<file path="src/rtl/cmc_pkg.sv">
package cmc_pkg;

  typedef enum logic [1:0] {
    MOP_NONE  = 2'b00,
    MOP_FLUSH = 2'b01,
    MOP_INV   = 2'b10,
    MOP_FINV  = 2'b11
  } maint_op_e;

  localparam logic [2:0] RA_CTRL  = 3'd0;
  localparam logic [2:0] RA_HI    = 3'd1;
  localparam logic [2:0] RA_LO    = 3'd2;
  localparam logic [2:0] RA_FLALL = 3'd3;
  localparam logic [2:0] RA_IVALL = 3'd4;

  localparam int CB_DIS  = 0;
  localparam int CB_MODE = 6;
  localparam int CB_BUSY = 8;
  localparam int CB_FLD  = 9;

  typedef struct packed {
    logic [2:0] fld;
    logic       mode;
    logic       dis;
  } ctrl_t;

endpackage

</file>
<file path="src/rtl/cmc_align.sv">
module cmc_align #(
  parameter int AW          = 32,
  parameter int SMALL_SHIFT = 6,
  parameter int LARGE_SHIFT = 7
) (
  input  logic [AW-1:0] addr_i,
  input  logic          lsz_i,
  output logic [AW-1:0] base_o
);
  localparam logic [AW-1:0] SMALL_MASK = ~((AW'(1) << SMALL_SHIFT) - AW'(1));
  localparam logic [AW-1:0] LARGE_MASK = ~((AW'(1) << LARGE_SHIFT) - AW'(1));

  generate
    if (SMALL_SHIFT == LARGE_SHIFT) begin : g_fixed
      assign base_o = addr_i & SMALL_MASK;
    end else begin : g_sel
      assign base_o = addr_i & (lsz_i ? SMALL_MASK : LARGE_MASK);
    end
  endgenerate
endmodule

</file>
<file path="src/rtl/cmc_regs.sv">
module cmc_regs
  import cmc_pkg::*;
#(
  parameter int AW          = 32,
  parameter int DW          = 32,
  parameter int CACHE_BYTES = 2048
) (
  input  logic            clk,
  input  logic            rst,
  input  logic            we_i,
  input  logic [2:0]      addr_i,
  input  logic [DW-1:0]   wdata_i,
  input  logic            busy_i,
  output logic            go_o,
  output maint_op_e       go_op_o,
  output logic [AW-1:0]   go_first_o,
  output logic [AW-1:0]   go_last_o,
  output logic [DW-1:0]   rdata_o
);
  ctrl_t         ctrl_q;
  logic [AW-1:0] hi_q;
  logic [AW-1:0] lo_q;
  logic          is_lo, is_fl, is_iv;
  maint_op_e     inv_kind;
  logic [DW-1:0] rd_mux;

  assign is_lo = (addr_i == RA_LO);
  assign is_fl = (addr_i == RA_FLALL);
  assign is_iv = (addr_i == RA_IVALL);
  assign inv_kind = ctrl_q.mode ? MOP_FINV : MOP_INV;

  always_comb begin
    go_o       = we_i && !busy_i && (is_lo || ((is_fl || is_iv) && wdata_i[0]));
    go_first_o = is_lo ? wdata_i[AW-1:0] : '0;
    go_last_o  = is_lo ? hi_q : AW'(CACHE_BYTES - 1);
    if (is_lo)      go_op_o = ctrl_q.fld[0] ? inv_kind : MOP_FLUSH;
    else if (is_iv) go_op_o = inv_kind;
    else            go_op_o = MOP_FLUSH;
  end

  always_ff @(posedge clk) begin
    if (rst) begin
      ctrl_q <= '0;
      hi_q   <= '0;
      lo_q   <= '0;
    end else if (we_i) begin
      case (addr_i)
        RA_CTRL: ctrl_q <= '{fld: wdata_i[CB_FLD+2:CB_FLD], mode: wdata_i[CB_MODE],
                             dis: wdata_i[CB_DIS]};
        RA_HI:   hi_q <= wdata_i[AW-1:0];
        RA_LO:   if (!busy_i) lo_q <= wdata_i[AW-1:0];
        default: ;
      endcase
    end
  end

  always_comb begin
    rd_mux = '0;
    case (addr_i)
      RA_CTRL: begin
        rd_mux[CB_DIS]              = ctrl_q.dis;
        rd_mux[CB_MODE]             = ctrl_q.mode;
        rd_mux[CB_BUSY]             = busy_i;
        rd_mux[CB_FLD+2:CB_FLD]     = ctrl_q.fld;
      end
      RA_HI:   rd_mux[AW-1:0] = hi_q;
      RA_LO:   rd_mux[AW-1:0] = lo_q;
      default: rd_mux = '0;
    endcase
  end

  always_ff @(posedge clk) begin
    if (rst) rdata_o <= '0;
    else     rdata_o <= rd_mux;
  end

  logic unused_wbits;
  assign unused_wbits = ^wdata_i;

  // a lower-bound write during a running walk leaves the stored bound alone
  a_r9_lo_kept: assert property (@(posedge clk) disable iff (rst)
    (we_i && busy_i && is_lo) |=> $stable(lo_q));

  // an upper-bound write on an idle engine launches nothing
  a_r3_hi_no_launch: assert property (@(posedge clk) disable iff (rst)
    (we_i && !busy_i && addr_i == RA_HI) |=> !busy_i);
endmodule

</file>
<file path="src/rtl/cmc_walker.sv">
module cmc_walker
  import cmc_pkg::*;
#(
  parameter int AW          = 32,
  parameter int SMALL_SHIFT = 6,
  parameter int LARGE_SHIFT = 7
) (
  input  logic          clk,
  input  logic          rst,
  input  logic          lsz_i,
  input  logic          go_i,
  input  maint_op_e     op_i,
  input  logic [AW-1:0] first_i,
  input  logic [AW-1:0] last_i,
  input  logic          ready_i,
  output logic          busy_o,
  output logic [AW-1:0] addr_o,
  output maint_op_e     op_o
);
  localparam logic [AW-1:0] SMALL_BYTES = AW'(1) << SMALL_SHIFT;
  localparam logic [AW-1:0] LARGE_BYTES = AW'(1) << LARGE_SHIFT;

  logic [AW-1:0] step;
  logic [AW-1:0] first_al, last_al, last_fix;
  logic [AW-1:0] cur_q, last_q;
  logic          busy_q;
  maint_op_e     op_q;

  assign step = lsz_i ? SMALL_BYTES : LARGE_BYTES;

  cmc_align #(.AW(AW), .SMALL_SHIFT(SMALL_SHIFT), .LARGE_SHIFT(LARGE_SHIFT)) u_al_first (
    .addr_i(first_i), .lsz_i(lsz_i), .base_o(first_al));
  cmc_align #(.AW(AW), .SMALL_SHIFT(SMALL_SHIFT), .LARGE_SHIFT(LARGE_SHIFT)) u_al_last (
    .addr_i(last_i), .lsz_i(lsz_i), .base_o(last_al));

  assign last_fix = (last_al < first_al) ? first_al : last_al;

  always_ff @(posedge clk) begin
    if (rst) begin
      busy_q <= 1'b0;
      cur_q  <= '0;
      last_q <= '0;
      op_q   <= MOP_NONE;
    end else if (!busy_q) begin
      if (go_i) begin
        busy_q <= 1'b1;
        cur_q  <= first_al;
        last_q <= last_fix;
        op_q   <= op_i;
      end
    end else if (ready_i) begin
      if (cur_q == last_q) begin
        busy_q <= 1'b0;
        op_q   <= MOP_NONE;
      end else begin
        cur_q <= cur_q + step;
      end
    end
  end

  assign busy_o = busy_q;
  assign addr_o = cur_q;
  assign op_o   = op_q;

  // a stalled command holds still
  a_r8_hold: assert property (@(posedge clk) disable iff (rst)
    (busy_q && !ready_i) |=> (busy_q && $stable(cur_q) && $stable(op_q)));

  // an accepted non-final line advances by exactly one line
  a_r4_advance: assert property (@(posedge clk) disable iff (rst)
    (busy_q && ready_i && cur_q != last_q) |=> (busy_q && cur_q == $past(cur_q) + step));

  // the operation code cannot change mid-walk
  a_r9_op_locked: assert property (@(posedge clk) disable iff (rst)
    (busy_q && !(ready_i && cur_q == last_q)) |=> $stable(op_q));

  // a launch raises busy on the following cycle
  a_r7_busy_rises: assert property (@(posedge clk) disable iff (rst)
    (go_i && !busy_q) |=> busy_q);

  // every issued address is line aligned
  a_r10_aligned: assert property (@(posedge clk) disable iff (rst)
    busy_q |-> ((cur_q & (step - AW'(1))) == '0));
endmodule

</file>
<file path="src/rtl/cache_maint_seq.sv">
module cache_maint_seq
  import cmc_pkg::*;
#(
  parameter int AW          = 32,
  parameter int DW          = 32,
  parameter int CACHE_BYTES = 2048,
  parameter int SMALL_SHIFT = 6,
  parameter int LARGE_SHIFT = 7
) (
  input  logic          clk,
  input  logic          rst,
  input  logic          reg_we,
  input  logic [2:0]    reg_addr,
  input  logic [DW-1:0] reg_wdata,
  output logic [DW-1:0] reg_rdata,
  input  logic          cfg_lsz,
  output logic          line_valid,
  input  logic          line_ready,
  output logic [AW-1:0] line_addr,
  output logic [1:0]    line_op
);
  logic          go, busy;
  maint_op_e     go_op, cur_op;
  logic [AW-1:0] go_first, go_last;

  cmc_regs #(.AW(AW), .DW(DW), .CACHE_BYTES(CACHE_BYTES)) u_regs (
    .clk(clk), .rst(rst), .we_i(reg_we), .addr_i(reg_addr), .wdata_i(reg_wdata),
    .busy_i(busy), .go_o(go), .go_op_o(go_op), .go_first_o(go_first),
    .go_last_o(go_last), .rdata_o(reg_rdata));

  cmc_walker #(.AW(AW), .SMALL_SHIFT(SMALL_SHIFT), .LARGE_SHIFT(LARGE_SHIFT)) u_walk (
    .clk(clk), .rst(rst), .lsz_i(cfg_lsz), .go_i(go), .op_i(go_op),
    .first_i(go_first), .last_i(go_last), .ready_i(line_ready),
    .busy_o(busy), .addr_o(line_addr), .op_o(cur_op));

  assign line_valid = busy;
  assign line_op    = cur_op;

  // no command leaves the block while reset is applied
  a_r1_quiet_reset: assert property (@(posedge clk) rst |=> !line_valid);
endmodule

</file>
<file path="config.mk">
export PLATFORM = sky130hd
export DESIGN_NAME = cache_maint_seq
export DESIGN_NICKNAME = d
export VERILOG_FILES = /design/src/rtl/cmc_pkg.sv /design/src/rtl/cmc_align.sv /design/src/rtl/cmc_regs.sv /design/src/rtl/cmc_walker.sv /design/src/rtl/cache_maint_seq.sv
export SDC_FILE = /design/constraint.sdc
export NUM_CORES = 1
export LEC_CHECK = 0
export BUFFER_PORTS_ARGS = -buffer_cell sky130_fd_sc_hd__buf_2
export CAP_MARGIN = 20
export CORE_ASPECT_RATIO = 0.75
export CORE_MARGIN = 2
export CORE_UTILIZATION = 57
export CTS_BUF_LIST = sky130_fd_sc_hd__clkbuf_4
export DETAILED_ROUTE_END_ITERATION = 12
export GPL_TIMING_DRIVEN = 0
export PLACE_DENSITY = 0.79
export REMOVE_ABC_BUFFERS = 1
export SYNTH_ARGS = -nofsm -noshare
export SYNTH_HDL_FRONTEND = slang
export SYNTH_SLANG_ARGS = --single-unit
</file>
<file path="constraint.sdc">
create_clock -name clk -period 6.4 [get_ports clk]
set_input_delay 1.28 -clock clk [delete_from_list [all_inputs] [get_ports clk]]
set_output_delay 1.28 -clock clk [all_outputs]
set_load 0.005 [all_outputs]
</file>
# After elaboration in Yosys (flattened, before gate mapping)
# Index checks and enable logic that the tools add are counted.
# op_classes
n_addsub	1
magnitude_cmp	1
eq_ne	8
mux	27
bitwise_logic	3
n_reduce_logical	14
# ops
op	n
$mux W32	7
$and A32 B32 Y32	2
$pmux W20 S2	1
$add A32 B32 Y32	1
$eq A32 B32 Y1	1
$lt A32 B32 Y1	1
$mux W2	7
$pmux W4 S3	1
$pmux W5 S2	1
$reduce_and A3 Y1	3
$mux W8	1
$mux W7	1
$eq A3 B2 Y1 const B	2
$ne A2 B2 Y1 const B	3
$pmux W1 S3	2
$reduce_and A2 Y1	3
$mux W1	5
$eq A3 B1 Y1 const B	1
$eq A3 B3 Y1 const B	1
$logic_and A1 B1 Y1	3
$logic_not A3 Y1	1
$logic_or A1 B1 Y1	2
$pmux W1 S2	1
$reduce_bool A2 Y1	1
2 further kinds	2
# totals
regBits	168

# Longest topological paths before layout
# Gate-level depths: netlist of run 1.
# logic_depth
word_depth	7
depth_mapped	14
ltp_nobuf	9

# By module
# Synthesis of run 1 repeated with hierarchy kept, for this count alone.
# hier_totals
hier_cells	1194
hier_area_um2	9810.7
# modules_own_cells
module	instances	cells_per_inst	area_each_um2
cmc_walker	1	632	4854.7
cmc_regs	1	496	4470.5
cmc_align	2	33	242.7

# Worst setup path after synthesis of run 1
# No wires, ideal clock.
# synth_path
kind	input-to-reg
start	input reg_addr[0]
end	register u_walk.last_q[11]
arrival_ns	4.162
t_required_ns	6.321
setup_slack_ns	2.159
path_stages	14
cell_sequence	buf_2 -> nor3b_2 -> clkbuf_1 -> clkbuf_1 -> nand2_1 -> ha_1 -> a21o_1 -> a21o_1 -> a22oi_1 -> and4b_1 -> clkbuf_1 -> clkbuf_1 -> nand4_1 -> o211ai_1
# synth_via
elab_chain_len	6
# synth_lines
item	line	text
start, declared	cache_maint_seq.sv:13	input logic [2:0] reg_addr,
parallel branches: the longest is 6 deep, another holds $lt A32 B32 Y1	-	
end signal, assigned	cmc_walker.sv:48	last_q <= last_fix;
end, declared	cmc_walker.sv:25	logic [AW-1:0] cur_q, last_q;
# Parallel ways; which one is timed is not known.
# A chain may end at the register's enable or synchronous reset.

# Worst setup path after layout of run 1
# layout_path
start	input reg_addr[1]
end	register u_walk.last_q[11]
# Same word-level chain as after synthesis.

==> flow_summary.json, run 1 <==
{
  "outcome": "completed",
  "crit_path_end_kind": "flip-flop",
  "antennaDiodeCount": 0,
  "stdcell_count": 1234,
  "initial_core_util": 0.579,
  "ys_seq_area_frac": 0.396,
  "setup_viol": 0,
  "powerDensity_nw_per_um2": 228,
  "grt_pass1_wl_um": 36400,
  "fp.coreArea_um2": 13600,
  "r2r-end": "u_walk.addr_o[18]",
  "synth_commonest_cells": "221 x nand2_1, 156 x dfxtp_1, 110 x a21oi_1, 64 x nor2_1, 48 x clkbuf_1",
  "rsz0062_at_grt": "false",
  "hold_start": "u_regs.hi_q[2]",
  "synth_cell_types": 66,
  "routed_wl_um": 22500,
  "swShare": 0.314,
  "top_layer": "met4",
  "wire_per_inst_um": 18.3,
  "met1_length_um": 9810,
  "syn_avg_cell_area_um2": 7.96,
  "grt_overflow": 0,
  "yosysMostFrequentCell": "nand2_1",
  "clock_sinks": 156,
  "crit_required_ns": 6.83,
  "arrival_ns": 5.04,
  "max_slew_margin": 0.270,
  "seqPwrFrac": 0.518,
  "groute.usage.overall": 0.307,
  "io_pins": 107,
  "antenna_left": 0,
  "synthArstFlopShare": 0,
  "ys_ff_latch": 156,
  "hold_violations": 0,
  "post_cts_resized": 0,
  "skew_ns": 0.0202,
  "dp.cells": 1202,
  "grt_start_max_net_pins": 67,
  "cts_tree": "built",
  "synth_edf_count": 0,
  "final_area_um2": 8800,
  "rows": 37,
  "die-height_um": 106,
  "clkTransAtPathRegs_ns": 0.14,
  "criticalPathCategory": "input port to flip-flop",
  "synthCells": 990,
  "r2r_start": "u_walk.busy_o",
  "clockBufferDepth": 2,
  "drcViolationCount": 0,
  "synth.area.top_cells": "dfxtp_1 40%, nand2_1 11%, a21oi_1 7.0%",
  "cp-start-kind": "input port",
  "dpl_cell_area_um2": 8500,
  "cts_hold_buf": 0,
  "min_period_over_period": 0.719,
  "grt_pass1_vias": 6878,
  "yosysTopAreaCell": "dfxtp_1",
  "htreeDepth": 4,
  "peakVddDrop_mv": 0.209,
  "synth_top_cell_area_share": 0.396,
  "hp-class": "flip-flop to flip-flop",
  "fp.dieW_um": 140,
  "slew_violations": 0,
  "ys.flop_type": "dfxtp_1",
  "syn_area_um2": 7880,
  "drt-pass1-iter-count": 6,
  "fin_crit_ns": 4.60,
  "cts_buffers": 17,
  "clk_latency_ns": 0.60,
  "hold_end": "u_regs.hi_q[2]",
  "tightest_slew_ns": 1.09,
  "synth_warnings": 0,
  "p_int_uw": 1370,
  "cap_violations": 0,
  "num-nets-final": 1114,
  "area_growth_pct": 11.7,
  "drt_iter0_markers": 1116,
  "wl_met2_um": 9870,
  "fmax_ghz": 0.217,
  "dp_hpwl_um": 15500,
  "wl_met3_um": 2320,
  "gp_congestion": 0.946,
  "cts_root_buf": "clkbuf_4",
  "drive_above_1_share": 0.164,
  "p_sw_uw": 628,
  "reg2reg_depth": 5,
  "p_leak_uw": 0.00343,
  "p_clk_frac": 0.327,
  "antenna_found_initial": 0,
  "cts_setup_buffers": 0,
  "timing.setup.tns_ns": 0,
  "reg2reg_slack_ns": 2.48,
  "vias_per_cell": 6.21,
  "die_area_um2": 14800,
  "hold_path_depth": 2,
  "combPwrFrac": 0.155,
  "vias": 7667,
  "path_max_fanout": 27,
  "io_buffers": 100
}
==> critical path, cell delays in order <==
cell and delay [ns]:
buf_2 0.31, nor3b_4 0.46, buf_8 0.25, buf_8 0.22
and2_1 0.15, ha_1 0.25, nand4_1 0.24, nor2_1 0.09
a22oi_1 0.30, nand4b_1 0.33, nor2_2 0.91, o211ai_1 0.23
==> worst max path at each step <==
| stage | start | end | slack (ns) | cells after the start |
|---|---|---|---|---|
| global route | reg_addr[1] | u_walk.last_q[11] | 1.55 | 12 |
| detailed placement | reg_addr[1] | u_walk.last_q[11] | 1.28 | 12 |
| finish | reg_addr[1] | u_walk.last_q[11] | 1.80 | 12 |
| floorplan | reg_addr[0] | u_walk.last_q[10] | 0.83 | 9 |
| global placement | reg_addr[1] | u_walk.last_q[9] | -1.77 | 10 |
| CTS | reg_addr[1] | u_walk.last_q[11] | 1.90 | 12 |
==> cell type report <==
cell class	count	area [um^2]
repair buffers	113	729
flip-flops and latches	156	3120
inverters	11	41.3
well taps	175	219
multi-input cells	747	4390
clock buffers	18	135
fillers	1232	4810
clock inverters	14	166
==> cells by family after synthesis <==
logic type | synth area share
compound gates | 0.203
xor+xnor | 0.0289
fa+ha+maj | 0.0454
buf+inv | 0.0532
flops | 0.396
mux | 0.0152
other cells | 0.000476
simple gates | 0.258
==> per-layer routing <==
metal	up-vias	GRT usage
met3	47	0.0777
met1	3589	0.428
met4	0	0.107
met5	-	0
met2	408	0.463
li1	3623	-
==> state kept, by name (all words and copies together), names as in the netlist <==
register / flops
u_walk.op_o: 2
u_regs.rdata_o: 32
u_walk.last_q: 26
u_regs.lo_q: 32
u_regs.hi_q: 32
u_walk.addr_o: 26
u_regs.ctrl_q: 5
u_walk.busy_o: 1
==> power groups by stage <==
| stage | Clock, uW | Combinational, uW | Sequential (uW) |
|---|---|---|---|
| floorplan | 0 | 164 | 1050 |
| global placement | 0 | 281 | 1060 |
| detailed placement | 0 | 302 | 1060 |
| CTS | 658 | 303 | 1030 |
| global route | 700 | 335 | 1040 |
| finish | 655 | 310 | 1040 |
==> through the flow <==
step | hold WS, ns | total power (uW) | setup WS, ns | utilization
detailed placement | 0.446 | 1360 | 1.28 | 0.624
floorplan | 0.430 | 1210 | 0.826 | -
global placement | 0.442 | 1340 | -1.77 | 0.605
finish | 0.466 | 2000 | 1.80 | 0.647
CTS | 0.464 | 2000 | 1.90 | 0.647
global route | 0.483 | 2080 | 1.55 | 0.647
==> layout by cell type, fill, tap and decap left out, types with 12 or more instances in the layout <==
cell and instances:
nand2_1 221, dfxtp_1 155, a21oi_1 110, buf_2 99, nor2_1 63, nand4_1 33, a22oi_1 30, ha_1 27
xor2_1 26, and2_1 23, o211ai_1 22, o21ai_0 18, clkbuf_4 18, nor3_1 15, nor4_1 13, mux2i_1 12
No activity file was read; power rests on OpenSTA's default activity.
==> inputs of run 2 (changes only) <==
Settings changed: CORE_UTILIZATION 57 to 54.
Clock period 6.4 ns to 3.7 ns, I/O delays scaled along.
==> run 2 against run 1 <==
- hold slack worse by 0.064 ns
- cell area up 1.2%
- clock power up 45%
- final cell count up 2.7%
- sequential power up 73%
- global-route usage down 1.2 points
- power up 65%
- the flow now finishes with violations (DRC)
==> flow_summary.json, run 2 (synthesized netlist as in run 1, its figures left out) <==
{
  "criticalPathCategory": "input port to flip-flop",
  "vias_per_cell": 6.13,
  "clockBufferDepth": 2,
  "fin_crit_ns": 3.67,
  "reg2reg_slack_ns": 0.26,
  "antenna_found_initial": 0,
  "dpl_cell_area_um2": 8550,
  "powerDensity_nw_per_um2": 372,
  "crit_slowest_cell": "nor4_2",
  "cp-startpoint": "reg_addr[1]",
  "swShare": 0.337,
  "grt_start_max_net_pins": 69,
  "cts_hold_buf": 0,
  "cts_tree": "built",
  "grt_overflow": 0,
  "path_cells": "buf_2 > nor3b_4 > buf_16 > buf_8 > buf_8 > nand2_1 > ha_1 > nand4_1 > nor4_2 > nand2_1 > o21ai_4 > nor2_4 > buf_4 > a221o_1",
  "drcViolationCount": 1,
  "combPwrFrac": 0.172,
  "hold_start": "reg_wdata[2]",
  "tightest_slew_ns": 1.07,
  "fp.dieW_um": 143,
  "crit_buf_inv": 5,
  "cp-start-kind": "input port",
  "clkTransAtPathRegs_ns": 0.15,
  "cts_buffers": 17,
  "seqPwrFrac": 0.542,
  "max_slew_margin": 0.285,
  "wire_per_inst_um": 18.1,
  "crit_path_end_kind": "flip-flop",
  "num-nets-final": 1122,
  "vias": 7762,
  "drive_above_1_share": 0.172,
  "groute.usage.overall": 0.295,
  "skew_ns": 0.0326,
  "die-height_um": 109,
  "crit_family": "simple AND/OR/NAND/NOR gates",
  "crit_required_ns": 4.16,
  "routed_wl_um": 22900,
  "arrival_ns": 4.14,
  "slew_violations": 0,
  "die_area_um2": 15600,
  "peakVddDrop_mv": 0.232,
  "initial_core_util": 0.549,
  "antenna_left": 0,
  "place_ws_ns": -1.45,
  "met1_length_um": 10100,
  "drt-pass1-iter-count": 13,
  "rsz0062_at_grt": "false",
  "gp_congestion": 0.943,
  "layout_commonest_cell": "nand2_1",
  "p_clk_frac": 0.286,
  "slowest_delay_ns": 0.46,
  "grt_pass1_vias": 6842,
  "io_pins": 107,
  "min_period_over_period": 0.993,
  "clk_latency_ns": 0.57,
  "path_max_fanout": 24,
  "antennaDiodeCount": 0,
  "fp.coreArea_um2": 14400,
  "hold_violations": 0,
  "layout_common_cells": "221 x nand2_1, 155 x dfxtp_1, 110 x a21oi_1, 99 x buf_2, 63 x nor2_1",
  "htreeDepth": 4,
  "io_buffers": 100,
  "rows": 38,
  "drt_iter0_markers": 952,
  "setup_viol": 0,
  "top_regs": "u_regs.hi_q x32, u_regs.lo_q x32, u_regs.rdata_o x32",
  "cts_root_buf": "clkbuf_4",
  "grt_pass1_wl_um": 36000,
  "violations": "DRC",
  "hp-class": "input port to flip-flop",
  "top_layer": "met4",
  "total_power_uw": 3310,
  "outcome": "finished, violations left",
  "r2r_start": "u_walk.busy_o",
  "final_area_um2": 8910,
  "clock_sinks": 156,
  "fmax_ghz": 0.272,
  "p_int_uw": 2200,
  "p_leak_uw": 0.00346,
  "cap_violations": 0,
  "p_sw_uw": 1120,
  "area_growth_pct": 13.1,
  "wl_met3_um": 2320,
  "timing.setup.tns_ns": 0,
  "nFillCells": 1294,
  "wl_met2_um": 9670,
  "dp_hpwl_um": 15200,
  "layout_setup_ws_ns": 0.0268
}
run 2: cell count changes in the layout (fill, tap and decap cells not counted), sizes merged:
cell / delta
inv: +3
nor3b: +1
bufinv: -3
nor2: +1
clkinv: +1
clkbuf: -1
and4b: +1
buf: +5
run 2: area by class of cell:
| cell class | instances | area, um^2 | area share |
|---|---|---|---|
| Clock buffer | 17 | 128 | 0.0143 |
| Clock inverter | 15 | 113 | 0.0126 |
| Inverter | 11 | 45.0 | 0.00506 |
| Multi-Input combinational cell | 750 | 4440 | 0.499 |
| Sequential cell | 156 | 3120 | 0.351 |
| Tap cell | 200 | 250 | 0.0281 |
| Timing Repair Buffer | 118 | 805 | 0.0903 |
run 2: timing repair:
| item | 4_1_cts | 5_1_grt |
|---|---|---|
| cloned | 2 | 1 |
| pin swaps | 1 | 3 |
| resized for setup | 3 | 4 |
| setup buffers | 1 | 4 |
| endpoints found under the setup margin | 26 | 28 |
run 2: metal layers:
metal | up-vias | track usage
li1 | 3645 | -
met3 | 80 | 0.0760
met2 | 438 | 0.429
met5 | - | 0
met4 | 0 | 0.141
met1 | 3599 | 0.408
run 2: power groups by stage:
stage | clock network [uW] | registers (uW) | logic [uW]
floorplan | 0 | 1810 | 284
global placement | 0 | 1830 | 485
detailed placement | 0 | 1830 | 523
CTS | 955 | 1790 | 536
global route | 1030 | 1800 | 610
finish | 947 | 1800 | 570
run 2: worst register-to-register path, stage by stage, from the launching register on:
cell and delay [ns]:
dfxtp_2 1.07, clkinvlp_4 0.74, o31ai_4 0.53, buf_8 0.25
nand2b_1 0.51, o221a_2 0.29
run 2: worst paths after layout:
kind / depth (start not counted) / to
max: 14 / u_walk.last_q[6]
min: 3 / u_regs.hi_q[2]
max reg2reg: 5 / u_walk.addr_o[16]
min reg2reg: 2 / u_regs.lo_q[15]
run 2: stage by stage:
stage          cells  utilization  hold slack (ns)
5_1_grt         1267        0.620            0.382
2_1_floorplan    914            -            0.430
4_1_cts         1261        0.615            0.384
3_3_place_gp    1214        0.576            0.442
6_report        1267        0.620            0.402
3_5_place_dp    1226        0.595            0.447
